### src/rtl/gpio_port_pkg.sv
package gpio_port_pkg;
  localparam int PIN_CNT = 8;
  localparam int LVL_W   = 3 * PIN_CNT;
  localparam int REG_CNT = 8;
  localparam int IDX_W   = $clog2(REG_CNT);
  localparam int ADDR_W  = IDX_W + 5;
  localparam int DATA_W  = 32;

  // Register index = address bits 6:4; the decode depends on this order.
  typedef enum logic [IDX_W-1:0] {
    RG_MODE = 3'd0,
    RG_DIR  = 3'd1,
    RG_DRV  = 3'd2,
    RG_SAMP = 3'd3,
    RG_STAT = 3'd4,
    RG_ENAB = 3'd5,
    RG_TRIG = 3'd6,
    RG_ACK  = 3'd7
  } regIdx_e;

  typedef struct packed {
    logic [REG_CNT-1:0] wrHit;
    logic               masked;
    logic [REG_CNT-1:0] rdHit;
  } ctlStrobe_t;
endpackage

### src/rtl/gpio_port_ctl.sv
module gpio_port_ctl
  import gpio_port_pkg::*;
(
  input  logic              wrEn,
  input  logic              rdEn,
  input  logic [ADDR_W-1:0] addr,
  output ctlStrobe_t        strobe
);
  logic              aligned;
  logic              masked;
  logic [IDX_W-1:0]  idx;
  logic              noAlias;

  assign aligned = (addr[3:0] == 4'h0);
  assign masked  = addr[ADDR_W-1];
  assign idx     = addr[ADDR_W-2:4];
  assign noAlias = masked && ((idx == RG_SAMP) || (idx == RG_ACK));

  always_comb begin
    strobe        = '0;
    strobe.masked = masked;
    if (aligned && !noAlias) begin
      if (wrEn) strobe.wrHit[idx] = 1'b1;
      if (rdEn) strobe.rdHit[idx] = 1'b1;
    end
  end
endmodule

### src/rtl/gpio_port_dp.sv
module gpio_port_dp
  import gpio_port_pkg::*;
#(
  parameter int SYNC_DEPTH = 2
) (
  input  logic              clk,
  input  logic              rstN,
  input  ctlStrobe_t        strobe,
  input  logic [DATA_W-1:0] wrData,
  input  logic [PIN_CNT-1:0] pinIn,
  output logic [DATA_W-1:0] rdData,
  output logic [PIN_CNT-1:0] pinOut,
  output logic [PIN_CNT-1:0] pinOe,
  output logic              irq
);
  logic [PIN_CNT-1:0] modeQ, dirQ, drvQ, statQ, enabQ, prevQ;
  logic [LVL_W-1:0]   trigQ;
  logic [PIN_CNT-1:0] syncQ [SYNC_DEPTH];
  logic [PIN_CNT-1:0] syncd;
  logic [PIN_CNT-1:0] evt, lvlAct, edgeMode;
  logic [PIN_CNT-1:0] statBase, statD;

  function automatic logic [PIN_CNT-1:0] applyByte(
    input logic [PIN_CNT-1:0] old,
    input logic [DATA_W-1:0]  d,
    input logic               msk
  );
    logic [PIN_CNT-1:0] sel;
    sel = d[2*PIN_CNT-1:PIN_CNT];
    return msk ? ((old & ~sel) | (d[PIN_CNT-1:0] & sel)) : d[PIN_CNT-1:0];
  endfunction

  // input synchronizer chain
  genvar g;
  generate
    for (g = 0; g < SYNC_DEPTH; g++) begin : gSync
      always_ff @(posedge clk or negedge rstN) begin
        if (!rstN)       syncQ[g] <= '0;
        else if (g == 0) syncQ[g] <= pinIn;
        else             syncQ[g] <= syncQ[(g == 0) ? 0 : g-1];
      end
    end
  endgenerate
  assign syncd = syncQ[SYNC_DEPTH-1];

  // per-pin condition detection
  generate
    for (g = 0; g < PIN_CNT; g++) begin : gPin
      logic rise, fall, polar, both;
      assign polar       = trigQ[g];
      assign edgeMode[g] = trigQ[g+PIN_CNT];
      assign both        = trigQ[g+2*PIN_CNT];
      assign rise        = syncd[g] & ~prevQ[g];
      assign fall        = ~syncd[g] & prevQ[g];
      assign evt[g]      = both ? (rise | fall) : (polar ? rise : fall);
      assign lvlAct[g]   = polar ? syncd[g] : ~syncd[g];
    end
  endgenerate

  always_comb begin
    statBase = strobe.wrHit[RG_STAT] ? applyByte(statQ, wrData, strobe.masked) : statQ;
    if (strobe.wrHit[RG_ACK]) statBase = statBase & ~wrData[PIN_CNT-1:0];
    statD = (edgeMode & (statBase | evt)) | (~edgeMode & lvlAct);
  end

  always_ff @(posedge clk or negedge rstN) begin
    if (!rstN) begin
      modeQ <= '0; dirQ <= '0; drvQ <= '0; enabQ <= '0;
      statQ <= '0; prevQ <= '0; trigQ <= '0;
    end else begin
      prevQ <= syncd;
      statQ <= statD;
      if (strobe.wrHit[RG_MODE]) modeQ <= applyByte(modeQ, wrData, strobe.masked);
      if (strobe.wrHit[RG_DIR])  dirQ  <= applyByte(dirQ,  wrData, strobe.masked);
      if (strobe.wrHit[RG_DRV])  drvQ  <= applyByte(drvQ,  wrData, strobe.masked);
      if (strobe.wrHit[RG_ENAB]) enabQ <= applyByte(enabQ, wrData, strobe.masked);
      if (strobe.wrHit[RG_TRIG]) begin
        if (strobe.masked)
          trigQ[PIN_CNT-1:0] <= applyByte(trigQ[PIN_CNT-1:0], wrData, 1'b1);
        else
          trigQ <= wrData[LVL_W-1:0];
      end
    end
  end

  always_comb begin
    rdData = '0;
    if (strobe.rdHit[RG_MODE]) rdData[PIN_CNT-1:0] = modeQ;
    if (strobe.rdHit[RG_DIR])  rdData[PIN_CNT-1:0] = dirQ;
    if (strobe.rdHit[RG_DRV])  rdData[PIN_CNT-1:0] = drvQ;
    if (strobe.rdHit[RG_SAMP]) rdData[PIN_CNT-1:0] = syncd;
    if (strobe.rdHit[RG_STAT]) rdData[PIN_CNT-1:0] = statQ;
    if (strobe.rdHit[RG_ENAB]) rdData[PIN_CNT-1:0] = enabQ;
    if (strobe.rdHit[RG_TRIG]) rdData[LVL_W-1:0]   = trigQ;
  end

  assign pinOut = drvQ;
  assign pinOe  = modeQ & dirQ;
  assign irq    = |(statQ & enabQ);
endmodule

### src/rtl/gpio_port_ctrl.sv
module gpio_port_ctrl
  import gpio_port_pkg::*;
#(
  parameter int SYNC_DEPTH = 2
) (
  input  logic               clk,
  input  logic               rstN,
  input  logic               wrEn,
  input  logic               rdEn,
  input  logic [ADDR_W-1:0]  addr,
  input  logic [DATA_W-1:0]  wrData,
  output logic [DATA_W-1:0]  rdData,
  input  logic [PIN_CNT-1:0] pinIn,
  output logic [PIN_CNT-1:0] pinOut,
  output logic [PIN_CNT-1:0] pinOe,
  output logic               irq
);
  ctlStrobe_t strobe;

  gpio_port_ctl u_ctl (
    .wrEn   (wrEn),
    .rdEn   (rdEn),
    .addr   (addr),
    .strobe (strobe)
  );

  gpio_port_dp #(.SYNC_DEPTH(SYNC_DEPTH)) u_dp (
    .clk    (clk),
    .rstN   (rstN),
    .strobe (strobe),
    .wrData (wrData),
    .pinIn  (pinIn),
    .rdData (rdData),
    .pinOut (pinOut),
    .pinOe  (pinOe),
    .irq    (irq)
  );
endmodule

### config.mk
export PLATFORM = sky130hd
export DESIGN_NAME = gpio_port_ctrl
export DESIGN_NICKNAME = d
export VERILOG_FILES = /design/src/rtl/gpio_port_pkg.sv /design/src/rtl/gpio_port_ctl.sv /design/src/rtl/gpio_port_dp.sv /design/src/rtl/gpio_port_ctrl.sv
export SDC_FILE = /design/constraint.sdc
export NUM_CORES = 1
export LEC_CHECK = 0
export BUFFER_PORTS_ARGS = -buffer_cell sky130_fd_sc_hd__buf_2
export CAP_MARGIN = 20
export CORE_AREA = 2 2 130 132
export CTS_BUF_LIST = sky130_fd_sc_hd__clkbuf_16
export CTS_CLUSTER_DIAMETER = 50
export DETAILED_ROUTE_END_ITERATION = 6
export DIE_AREA = 0 0 132 134
export SYNTH_ARGS = -nofsm -noshare
export SYNTH_HDL_FRONTEND = slang
export SYNTH_HIERARCHICAL = 1
export SYNTH_SLANG_ARGS = --single-unit
export TNS_END_PERCENT = 30
### constraint.sdc
create_clock -name clk -period 6.85 [get_ports clk]
set_clock_uncertainty 0.1 [all_clocks]
set_input_delay 1.37 -clock clk [delete_from_list [all_inputs] [get_ports clk]]
set_output_delay 1.37 -clock clk [all_outputs]
set_load 0.02 [all_outputs]
==> results.yml <==
sta:
  fin_setup_tns_ps: 0
  setup_viol: 0
  tightest_slew_ps: 1110
  finalCriticalPeriod_ps: 5330
  max_freq_mhz: 188
  slew_viol_final: 0
  fin_crit_sh_pct: 77.7
  hold_viol_final: 0
  relSlewSlack_pct: 25.5
  rsz0062_at_grt: "false"
worst_setup_path:
  arrival_ps: 3860
  ff2ff_path_depth: 6
  crit_top_cell: "buf_2"
  cp.depth: 7
  r2r_start: "u_dp/syncd[4]"
  regToRegSetupSlack_ps: 5190
  reg2reg_to: "u_dp/statQ[4]"
  worstSetupPathType: "input port to output pin"
  startpoint: "addr[1]"
  cp.buffers_inverters: 2
  critical_path.max_fanout: 14
  crit_chain: "buf_2 > or4_1 > nor3_1 > nor2b_1 > a22oi_1 > o21ai_1 > buf_2"
  cp-endpoint: "rdData[6]"
  crit_family: "simple AND/OR/NAND/NOR gates"
  cp_slowest_cell: "or4_1"
  cp_slowest_stage_delay_ps: 820
  crit_path_end_kind: "output pin"
  crit_required_ps: 5380
  start_kind: "input port"
global_route:
  grt-ovfl-total: 0
  grt_pass1_vias: 3731
  grt_max_degree: 80
  grt.total_usage_pct: 14.8
  antenna_found_initial: 0
  grt_pass1_wl_mm: 20.2
clock_network:
  clkSlewWorstSetupHoldPaths_ps: 60
  cts-root-buf: "clkbuf_16"
  cts-buffers-inserted: 9
  cts_tree: "yes"
  postCtsSetupRepairBufs: 0
  cts.hold.buffers_added: 0
  cts_buffer_depth: 2
  cts_sinks: 88
  h-tree-depth: 3
  cts_resized: 0
  clock_latency_ps: 340
pwr:
  power_w: 0.00116
  ir_worst_vdd_uv: 106
  power.density_mw_per_mm2: 204
  pwr-share-seq_pct: 51.0
  power_leakage_nw: 2.69
  p_sw_w: 0.000305
  swShare_pct: 26.3
  p_int_w: 0.000854
  p_clk_share_pct: 37.3
  p_comb_share_pct: 11.6
routing:
  num_vias: 3702
  drt_iter0_drc: 234
  routed_wl_mm: 13.3
  postRouteAntennaNets: 0
  drt-vias-per-instance: 4.94
  drc_errors: 0
  drtPass1Iterations: 5
  avgRoutedWirePerCell_um: 17.7
die:
  die_h_um: 134
  die_area_mm2: 0.0177
  fp.dieW_um: 132
  start_util_pct: 29.5
  core_area_mm2: 0.0163
  io_pins: 101
  num_rows: 47
final_layout:
  syn2layout_area_growth_pct: 18.3
  final_cell_area_mm2: 0.00567
  insertedDiodeCount: 0
  final-seq-area_mm2: 0.00220
  finish.utilization_pct: 34.8
  layout-drive-gt1-share_pct: 35.3
  fillers: 1643
  nets: 593
  multiInputGateArea_mm2: 0.00232
place:
  portBuffers: 84
  placed_cell_area_mm2: 0.00539
  dp_hpwl_mm: 9.29
  routabilityCongestion: 0.819
synth:
  netlist_area_mm2: 0.00480
  syn_avg_cell_area_um2: 10.6
  ys_warn_count: 6
  syn_inst: 451
hold_path:
  hold_path.class: "flip-flop to flip-flop"
run_status:
  outcome: "complete, no violations"
flow_run:
  maxCapViolations: 0
[layout by cell type (no fill, tap or decap), drive strengths merged]
cell type,count
ha,16
o211ai,12
buf,96
clkinv,4
o2111ai,4
inv,26
nor3,8
nor2b,3
a21o,4
o21ai,20
or4,1
a221o,8
conb,8
nor4,6
a21oi,25
mux2,56
and2,24
xor2,8
clkinvlp,1
nand2,52
nand4,1
nor2,2
clkbuf,9
nand2b,12
a31o,12
a22oi,11
nand3b,4
dfrtp,88
a221oi,8
[cell type report]
class | count | area share (%)
Multi-Input combinational cell | 305 | 40.8
Sequential cell | 88 | 38.8
Timing Repair Buffer | 96 | 9.39
Tap cell | 220 | 4.85
Clock buffer | 9 | 3.97
Inverter | 25 | 1.65
Clock inverter | 6 | 0.507
[power groups by stage]
stage                     Clock [W]  Combinational (W)  Sequential (W)
after floorplan                   0          0.0000789        0.000596
after global placement            0           0.000127        0.000599
after detailed placement          0           0.000133        0.000601
after CTS                  0.000448           0.000134        0.000592
after global routing       0.000465           0.000150        0.000596
final                      0.000433           0.000135        0.000592
[stage by stage]
step                setup slack, ps  cells  hold WS, ps
finish                         1520    749          250
global route                   1360    749          261
CTS                            1560    747          250
detailed placement             1570    732          236
global placement               1570    732          235
floorplan                      1980    458          231
[worst min-delay path by stage]
stage | cells past startpoint | from | slack (ps) | to
after CTS | 0 | u_dp/syncQ[13] | 250 | u_dp/syncd[5]
after detailed placement | 0 | u_dp/syncQ[13] | 240 | u_dp/syncd[5]
after global routing | 0 | u_dp/syncQ[13] | 260 | u_dp/syncd[5]
after global placement | 0 | u_dp/syncQ[10] | 230 | u_dp/syncd[2]
final | 0 | u_dp/syncQ[12] | 250 | u_dp/syncd[4]
after floorplan | 0 | u_dp/syncQ[8] | 230 | u_dp/syncd[0]
[routing by layer]
layer	up-vias	GRT usage, %	part of all wire (%)
met2	131	25.3	50
li1	1717	-	-
met5	-	0	0
met1	1836	18.5	43
met3	18	3.17	5.4
met4	0	5.56	1.9
(Power assumes the default switching activity.)
